**config.mk**
```make
export PLATFORM = sky130hd
export DESIGN_NAME = tof_depth_core
export DESIGN_NICKNAME = d
export VERILOG_FILES = /design/src/rtl/tof_pkg.sv /design/src/rtl/tof_sample_store.sv /design/src/rtl/tof_quad_calc.sv /design/src/rtl/tof_serial_div.sv /design/src/rtl/tof_phase_map.sv /design/src/rtl/tof_depth_core.sv
export SDC_FILE = /design/constraint.sdc
export NUM_CORES = 1
export LEC_CHECK = 0
export BUFFER_PORTS_ARGS = -buffer_cell sky130_fd_sc_hd__buf_2
export CORE_ASPECT_RATIO = 1.75
export CORE_UTILIZATION = 40
export CTS_CLUSTER_SIZE = 30
export DETAILED_ROUTE_END_ITERATION = 10
export SLEW_MARGIN = 20
export SYNTH_ARGS = -nofsm -noshare
export SYNTH_HDL_FRONTEND = slang
export SYNTH_HIERARCHICAL = 1
export SYNTH_SLANG_ARGS = --single-unit
export TNS_END_PERCENT = 50
```
**constraint.sdc**
```tcl
create_clock -name clk -period 8.8 [get_ports clk]
set_input_delay 1.76 -clock clk [delete_from_list [all_inputs] [get_ports clk]]
set_output_delay 1.76 -clock clk [all_outputs]
set_load 0.1 [all_outputs]
```
**src/rtl/tof_pkg.sv**
```systemverilog
package tof_pkg;

    localparam int NUM_TAPS   = 2;
    localparam int NUM_PHASES = 4;
    localparam int NUM_SLOTS  = NUM_TAPS * NUM_PHASES;

    // Phase code carried with each sample; it selects the storage slot.
    localparam logic [1:0] PH_0   = 2'd0;
    localparam logic [1:0] PH_180 = 2'd1;
    localparam logic [1:0] PH_90  = 2'd2;
    localparam logic [1:0] PH_270 = 2'd3;

    typedef enum logic [1:0] {
        ST_COLLECT = 2'd0,
        ST_DIV     = 2'd1,
        ST_EMIT    = 2'd2
    } tof_state_e;

endpackage

```
**src/rtl/tof_sample_store.sv**
```systemverilog
module tof_sample_store
    import tof_pkg::*;
#(
    parameter int SAMPLE_W = 12
) (
    input  logic                            clk,
    input  logic                            rst_n,
    input  logic                            wr_en,
    input  logic                            wr_tap,
    input  logic [1:0]                      wr_phase,
    input  logic [SAMPLE_W-1:0]             wr_data,
    output logic [NUM_SLOTS*SAMPLE_W-1:0]   slots_o,
    output logic                            last_o
);

    localparam int CNT_W = $clog2(NUM_SLOTS);

    typedef struct packed {
        logic [CNT_W-1:0]                   cnt;
        logic [NUM_SLOTS-1:0][SAMPLE_W-1:0] slot;
    } store_t;

    store_t st_d, st_q;

    always_comb begin
        st_d = st_q;
        if (wr_en) begin
            st_d.slot[{wr_tap, wr_phase}] = wr_data;
            st_d.cnt                      = st_q.cnt + CNT_W'(1);
        end
    end

    always_ff @(posedge clk) begin
        if (!rst_n) begin
            st_q <= '0;
        end else begin
            st_q <= st_d;
        end
    end

    assign slots_o = st_q.slot;
    assign last_o  = wr_en && (st_q.cnt == CNT_W'(NUM_SLOTS - 1));

endmodule

```
**src/rtl/tof_quad_calc.sv**
```systemverilog
module tof_quad_calc
    import tof_pkg::*;
#(
    parameter int SAMPLE_W = 12
) (
    input  logic [NUM_SLOTS*SAMPLE_W-1:0]        slots_i,
    output logic [NUM_TAPS-1:0][SAMPLE_W:0]      x_o,
    output logic [NUM_TAPS-1:0][SAMPLE_W:0]      y_o,
    output logic [NUM_TAPS-1:0][SAMPLE_W-1:0]    mag_x_o,
    output logic [NUM_TAPS-1:0][SAMPLE_W-1:0]    mag_y_o,
    output logic [NUM_TAPS-1:0][SAMPLE_W:0]      norm_o,
    output logic [SAMPLE_W+1:0]                  conf_o
);

    localparam int DW = SAMPLE_W + 1;

    for (genvar k = 0; k < NUM_TAPS; k++) begin : g_tap
        logic signed [SAMPLE_W-1:0] s_a, s_b, s_c, s_d;
        logic signed [DW-1:0]       dx, dy, ax, ay;

        assign s_a = slots_i[(k*NUM_PHASES + int'(PH_0))   * SAMPLE_W +: SAMPLE_W];
        assign s_b = slots_i[(k*NUM_PHASES + int'(PH_180)) * SAMPLE_W +: SAMPLE_W];
        assign s_c = slots_i[(k*NUM_PHASES + int'(PH_90))  * SAMPLE_W +: SAMPLE_W];
        assign s_d = slots_i[(k*NUM_PHASES + int'(PH_270)) * SAMPLE_W +: SAMPLE_W];

        assign dx = DW'(s_a) - DW'(s_b);
        assign dy = DW'(s_d) - DW'(s_c);
        assign ax = dx[DW-1] ? -dx : dx;
        assign ay = dy[DW-1] ? -dy : dy;

        assign x_o[k]     = dx;
        assign y_o[k]     = dy;
        assign mag_x_o[k] = ax[SAMPLE_W-1:0];
        assign mag_y_o[k] = ay[SAMPLE_W-1:0];
        assign norm_o[k]  = ax + ay;
    end

    assign conf_o = {1'b0, norm_o[0]} + {1'b0, norm_o[1]};

endmodule

```
**src/rtl/tof_serial_div.sv**
```systemverilog
module tof_serial_div #(
    parameter int NUM_W = 12,
    parameter int DEN_W = 13,
    parameter int SHIFT = 13
) (
    input  logic                         clk,
    input  logic                         rst_n,
    input  logic                         start,
    input  logic [NUM_W-1:0]             num,
    input  logic [DEN_W-1:0]             den,
    output logic                         done,
    output logic [NUM_W+SHIFT-1:0]       quo
);

    localparam int DIV_W = NUM_W + SHIFT;
    localparam int CNT_W = $clog2(DIV_W + 1);

    typedef struct packed {
        logic             busy;
        logic             done;
        logic [CNT_W-1:0] cnt;
        logic [DEN_W-1:0] den;
        logic [DEN_W-1:0] rem;
        logic [DIV_W-1:0] acc;
    } div_t;

    div_t dv_d, dv_q;

    logic [DEN_W:0] rem_sh;
    logic [DEN_W:0] rem_diff;
    logic           fits;

    always_comb begin
        rem_sh   = {dv_q.rem, dv_q.acc[DIV_W-1]};
        rem_diff = rem_sh - {1'b0, dv_q.den};
        fits     = (rem_sh >= {1'b0, dv_q.den});

        dv_d      = dv_q;
        dv_d.done = 1'b0;
        if (start) begin
            dv_d.busy = 1'b1;
            dv_d.cnt  = CNT_W'(DIV_W);
            dv_d.den  = den;
            dv_d.rem  = '0;
            dv_d.acc  = DIV_W'(num) << SHIFT;
        end else if (dv_q.busy) begin
            dv_d.rem = fits ? rem_diff[DEN_W-1:0] : rem_sh[DEN_W-1:0];
            dv_d.acc = {dv_q.acc[DIV_W-2:0], fits};
            dv_d.cnt = dv_q.cnt - CNT_W'(1);
            if (dv_q.cnt == CNT_W'(1)) begin
                dv_d.busy = 1'b0;
                dv_d.done = 1'b1;
            end
        end
    end

    always_ff @(posedge clk) begin
        if (!rst_n) begin
            dv_q <= '0;
        end else begin
            dv_q <= dv_d;
        end
    end

    assign done = dv_q.done;
    assign quo  = dv_q.acc;

endmodule

```
**src/rtl/tof_phase_map.sv**
```systemverilog
module tof_phase_map #(
    parameter int FRAC_W   = 14,
    parameter int DEG_FRAC = 4
) (
    input  logic signed [FRAC_W:0]    qx0,
    input  logic signed [FRAC_W:0]    qx1,
    input  logic signed [FRAC_W:0]    qy0,
    input  logic signed [FRAC_W:0]    qy1,
    input  logic                      both_zero,
    output logic [DEG_FRAC+8:0]       phase_o
);

    localparam int PW   = FRAC_W + 11;
    localparam int SH   = FRAC_W - DEG_FRAC;
    localparam int PH_W = DEG_FRAC + 9;

    localparam logic signed [PW-1:0] ONE_C   = PW'(1 << FRAC_W);
    localparam logic signed [PW-1:0] THREE_C = PW'(3 << FRAC_W);
    localparam logic signed [PW-1:0] FULL_C  = PW'(360 << FRAC_W);
    localparam logic signed [PW-1:0] K90     = PW'(90);

    logic signed [FRAC_W+1:0] x_s, y_s;
    logic signed [PW-1:0]     x_w, pf, pf_w;

    always_comb begin
        x_s = (FRAC_W+2)'(qx0) - (FRAC_W+2)'(qx1);
        y_s = (FRAC_W+2)'(qy0) - (FRAC_W+2)'(qy1);
        x_w = PW'(x_s);
        if (y_s < 0) begin
            pf = K90 * (ONE_C - x_w);
        end else begin
            pf = K90 * (THREE_C + x_w);
        end
        pf_w    = (pf >= FULL_C) ? (pf - FULL_C) : pf;
        phase_o = both_zero ? '0 : pf_w[SH +: PH_W];
    end

endmodule

```
**src/rtl/tof_depth_core.sv**
```systemverilog
module tof_depth_core
    import tof_pkg::*;
#(
    parameter int SAMPLE_W = 12,
    parameter int FRAC_W   = 14,
    parameter int DEG_FRAC = 4
) (
    input  logic                    clk,
    input  logic                    rst_n,
    input  logic                    in_valid,
    output logic                    in_ready,
    input  logic                    in_tap,
    input  logic [1:0]              in_phase,
    input  logic [SAMPLE_W-1:0]     in_sample,
    output logic                    out_valid,
    output logic [DEG_FRAC+8:0]     out_phase,
    output logic [SAMPLE_W+1:0]     out_conf,
    output logic                    out_bad
);

    localparam int NORM_W = SAMPLE_W + 1;
    localparam int CONF_W = SAMPLE_W + 2;
    localparam int PH_W   = DEG_FRAC + 9;
    localparam int Q_W    = FRAC_W + 1;
    localparam int SHIFT  = FRAC_W - 1;
    localparam int DIV_W  = SAMPLE_W + SHIFT;

    typedef struct packed {
        tof_state_e               st;
        logic [1:0]               op;
        logic                     waiting;
        logic [3:0][Q_W-1:0]      quo;
        logic                     out_valid;
        logic [PH_W-1:0]          phase;
        logic [CONF_W-1:0]        conf;
        logic                     bad;
    } core_t;

    core_t core_d, core_q;

    logic [NUM_SLOTS*SAMPLE_W-1:0]         slots;
    logic                                  store_last;
    logic [NUM_TAPS-1:0][SAMPLE_W:0]       quad_x, quad_y;
    logic [NUM_TAPS-1:0][SAMPLE_W-1:0]     mag_x, mag_y;
    logic [NUM_TAPS-1:0][NORM_W-1:0]       norm;
    logic [CONF_W-1:0]                     conf_sum;
    logic                                  div_start, div_done;
    logic [DIV_W-1:0]                      div_quo;
    logic [SAMPLE_W-1:0]                   sel_num;
    logic [NORM_W-1:0]                     sel_den;
    logic                                  sel_neg;
    logic signed [Q_W-1:0]                 q_abs, q_signed;
    logic                                  zero0, zero1;
    logic [PH_W-1:0]                       map_phase;
    logic                                  advance;

    assign in_ready = (core_q.st == ST_COLLECT);

    tof_sample_store #(.SAMPLE_W(SAMPLE_W)) u_store (
        .clk      (clk),
        .rst_n    (rst_n),
        .wr_en    (in_valid && in_ready),
        .wr_tap   (in_tap),
        .wr_phase (in_phase),
        .wr_data  (in_sample),
        .slots_o  (slots),
        .last_o   (store_last)
    );

    tof_quad_calc #(.SAMPLE_W(SAMPLE_W)) u_quad (
        .slots_i (slots),
        .x_o     (quad_x),
        .y_o     (quad_y),
        .mag_x_o (mag_x),
        .mag_y_o (mag_y),
        .norm_o  (norm),
        .conf_o  (conf_sum)
    );

    // Operation order: 0 = X0/N0, 1 = Y0/N0, 2 = X1/N1, 3 = Y1/N1.
    always_comb begin
        sel_den = norm[core_q.op[1]];
        if (core_q.op[0]) begin
            sel_num = mag_y[core_q.op[1]];
            sel_neg = quad_y[core_q.op[1]][SAMPLE_W];
        end else begin
            sel_num = mag_x[core_q.op[1]];
            sel_neg = quad_x[core_q.op[1]][SAMPLE_W];
        end
    end

    tof_serial_div #(
        .NUM_W (SAMPLE_W),
        .DEN_W (NORM_W),
        .SHIFT (SHIFT)
    ) u_div (
        .clk   (clk),
        .rst_n (rst_n),
        .start (div_start),
        .num   (sel_num),
        .den   (sel_den),
        .done  (div_done),
        .quo   (div_quo)
    );

    assign q_abs    = {1'b0, div_quo[FRAC_W-1:0]};
    assign q_signed = sel_neg ? -q_abs : q_abs;
    assign zero0    = (norm[0] == '0);
    assign zero1    = (norm[1] == '0);

    tof_phase_map #(.FRAC_W(FRAC_W), .DEG_FRAC(DEG_FRAC)) u_map (
        .qx0       ($signed(core_q.quo[0])),
        .qy0       ($signed(core_q.quo[1])),
        .qx1       ($signed(core_q.quo[2])),
        .qy1       ($signed(core_q.quo[3])),
        .both_zero (zero0 && zero1),
        .phase_o   (map_phase)
    );

    always_comb begin
        core_d           = core_q;
        core_d.out_valid = 1'b0;
        div_start        = 1'b0;
        advance          = 1'b0;
        unique case (core_q.st)
            ST_COLLECT: begin
                if (store_last) begin
                    core_d.st      = ST_DIV;
                    core_d.op      = 2'd0;
                    core_d.waiting = 1'b0;
                end
            end
            ST_DIV: begin
                if (!core_q.waiting) begin
                    if (sel_den == '0) begin
                        core_d.quo[core_q.op] = '0;
                        advance               = 1'b1;
                    end else begin
                        div_start      = 1'b1;
                        core_d.waiting = 1'b1;
                    end
                end else if (div_done) begin
                    core_d.quo[core_q.op] = q_signed;
                    core_d.waiting        = 1'b0;
                    advance               = 1'b1;
                end
            end
            ST_EMIT: begin
                core_d.out_valid = 1'b1;
                core_d.phase     = map_phase;
                core_d.conf      = conf_sum;
                core_d.bad       = zero0 || zero1;
                core_d.st        = ST_COLLECT;
            end
            default: core_d.st = ST_COLLECT;
        endcase
        if (advance) begin
            if (core_q.op == 2'd3) begin
                core_d.st = ST_EMIT;
            end else begin
                core_d.op = core_q.op + 2'd1;
            end
        end
    end

    always_ff @(posedge clk) begin
        if (!rst_n) begin
            core_q    <= '0;
            core_q.st <= ST_COLLECT;
        end else begin
            core_q <= core_d;
        end
    end

    assign out_valid = core_q.out_valid;
    assign out_phase = core_q.phase;
    assign out_conf  = core_q.conf;
    assign out_bad   = core_q.bad;

endmodule

```
==> qor.yml <==
status:
  status: "completed"
final_layout:
  proportion_of_layout_cells_with_a_drive_suffix_above_1: 0.0881
  num-nets-final: 3015
  syn2layout_area_growth_pct: 4.74
  final_cell_area_mm2: 0.0246
  fillers: 5861
  final_cells: 3452
  final_core_utilization: 0.424
global_routing:
  gr-usage-met1: 0.199
  pin_count_of_the_biggest_net_entering_global_routing: 124
  grt_pass1_wl_um: 98700
  grt.met2_usage: 0.424
  grt_most_used_layer: "met2"
  grt_util_all_layers: 0.211
  number_of_antenna_violations_at_the_first_check_in_global_routing: 1
  globalRouteOverflowTotal: 0
  first_global_vias: 19100
  global_route.usage.met3: 0.0158
timing:
  final-setup-viol-count: 0
  transition_time_of_the_tightest_slew_check_pin_ps: 997
  clock-skew-final_ps: 38.7
  timing.final.hold_violations: 0
  post-route-period-util: 0.950
  drv_slew: 0
  timing.max_slew.rel_slack: 0.332
  final.min_clock_period_ps: 8360
  fmax_mhz: 120
  hold_slack_ps: 457
clock_tree:
  numCtsBuffers: 28
  htreeDepth: 1
  cts-hold-fix-buffers: 0
  clock_tree.buffer_depth: 3
  cts.clk_slew.worst_paths_ps: 60
  worstSkewPairLatency_ps: 600
  tritoncts_num_sinks: 251
  cts_tree: "done"
  root_buffer: "sky130_fd_sc_hd__clkbuf_16"
routing:
  vias_per_cell: 5.40
  drtPass1Iterations: 5
  drt_total_wl_um: 62900
  vias_after_detailed_routing: 18600
  ant_nets: 0
  drc: 0
  wl_per_cell_um: 18.2
  drtIter0Drc: 697
floorplan:
  die_outline_height_um: 323
  io_pins: 48
  floorplan.rows: 117
  die_area_mm2: 0.0598
  die_width_um: 185
  placeableCoreArea_mm2: 0.0581
  floorplan.initialDensity: 0.404
setup_path:
  r2r-end: "out_phase[11]"
  critical_path_cell_count: 40
  worstReg2RegStart: "core_q[29]"
  worst_setup_path_endpoint: "out_phase[11]"
  worst_ep_required_time_ps: 9320
  critical_path.max_fanout: 6
  timing.critical_path.slowest_stage_cell: "sky130_fd_sc_hd__fa_1"
  reg2reg_depth: 40
  worstSetupStartpointType: "flip-flop"
  number_of_buffer_and_inverter_stages_on_the_critical_path: 7
  critical_path_class: "flip-flop to flip-flop"
  flop_to_flop_setup_slack_ps: 440
  worst-endpoint-arrival_ps: 8880
  crit_path_end_kind: "flip-flop"
  cp_slowest_stage_delay_ps: 530
  cp_top_family: "adder cells"
  worstSetupStartpoint: "core_q[29]"
power:
  leakage_uw: 0.0110
  vdd.ir_drop.worst_mv: 0.242
  power_per_cell_area_mw_per_mm2: 192
synth:
  synth_cells: 2770
  mean_instance_size_in_the_synthesized_netlist_um2: 8.49
  synth_area_mm2: 0.0235
  yosys_warnings: 6
  postSynthNetCount: 3127
placed_design:
  numPortBuffers: 47
  hpwl_um: 50300
  placed_area_mm2: 0.0235
  post-place-cells: 3395
  finalWeightedCongestion: 0.905
job:
  max-cap-violations: 0
min_path:
  hp-class: "flip-flop to flip-flop"
-- power breakdown --
part / internal [uW] / switching [uW]
clock network: 737 / 504
logic: 954 / 1380
registers: 1150 / 5.96
-- worst register-to-register path, delay by kind of cell (launching register included) --
kind,cells,cell delay (ps)
xor gates and xnor gates,1,160
adders and majority gates,8,2710
buffers and inverters,7,670
and+or+nand+nor,10,1880
DFF,1,320
AOI/OAI and AO/OA,13,2450
muxes,1,130
-- repair_timing --
action,CTS,global route
setup buffers,0,5
resized for setup,0,24
endpoints found under the setup margin,0,6
-- final cells by class --
class / count / area (um^2) / share of cell area
Multi-Input combinational cell: 1982 / 16000 / 0.649
Sequential cell: 251 / 5030 / 0.204
Inverter: 310 / 1160 / 0.0473
Tap cell: 773 / 967 / 0.0393
Clock buffer: 39 / 823 / 0.0334
Timing Repair Buffer: 85 / 524 / 0.0213
Clock inverter: 11 / 140 / 0.00569
Antenna cell: 1 / 2.50 / 0.000102
-- cells in the final DEF, fill, tap and decap left out, drive strengths merged, types with 10 or more instances in the layout --
cell type,n
and3,10
mux4,13
dfxtp,251
mux2,12
a31oi,28
clkbuf,39
fa,67
nor2b,38
ha,272
xnor2,124
a211oi,24
o41ai,11
nand2,289
o21a,29
o211ai,12
nand2b,20
a21oi,90
xor2,66
nor2,150
or3,24
buf,85
and2,26
a21o,41
nand3,48
o21ai,104
nand4,17
o2bb2ai,42
nor3,40
inv,310
a21boi,34
nor4,14
mux2i,150
nand3b,10
o31ai,23
-- flip-flops by register name, summed over array words and instances (netlist names) --
signal and count:
out_valid 1, u_store/slots_o 96, u_div/done 1, out_conf 14, out_bad 1, u_div/quo 25, out_phase 13, u_div/dv_q 32
u_store/st_q 3, core_q 65
-- worst min path at each step --
stage                        start             endpoint  slack (ps)  depth (start not counted)
2_1_floorplan           core_q[60]           core_q[60]         430                          1
3_3_place_gp   u_store/slots_o[26]  u_store/slots_o[26]         440                          2
3_5_place_dp   u_store/slots_o[23]  u_store/slots_o[23]         450                          2
4_1_cts        u_store/slots_o[17]  u_store/slots_o[17]         460                          2
5_1_grt        u_store/slots_o[93]  u_store/slots_o[93]         480                          2
6_report       u_store/slots_o[29]  u_store/slots_o[29]         460                          2
-- stage by stage --
step	TNS, ps	total power, uW	setup WS, ps
global placement	0	3440	177
CTS	0	4760	81.9
detailed placement	0	3490	94.2
finish	0	4720	443
floorplan	0	2910	610
global route	-20.6	5020	-20.6
-- per-layer routing --
layer,part of all wire,vias to the layer above
li1,-,9241
met1,0.36,8904
met2,0.55,316
met3,0.021,165
met4,0.067,2
met5,0.00019,-
Power figures use the tool's default switching activity.
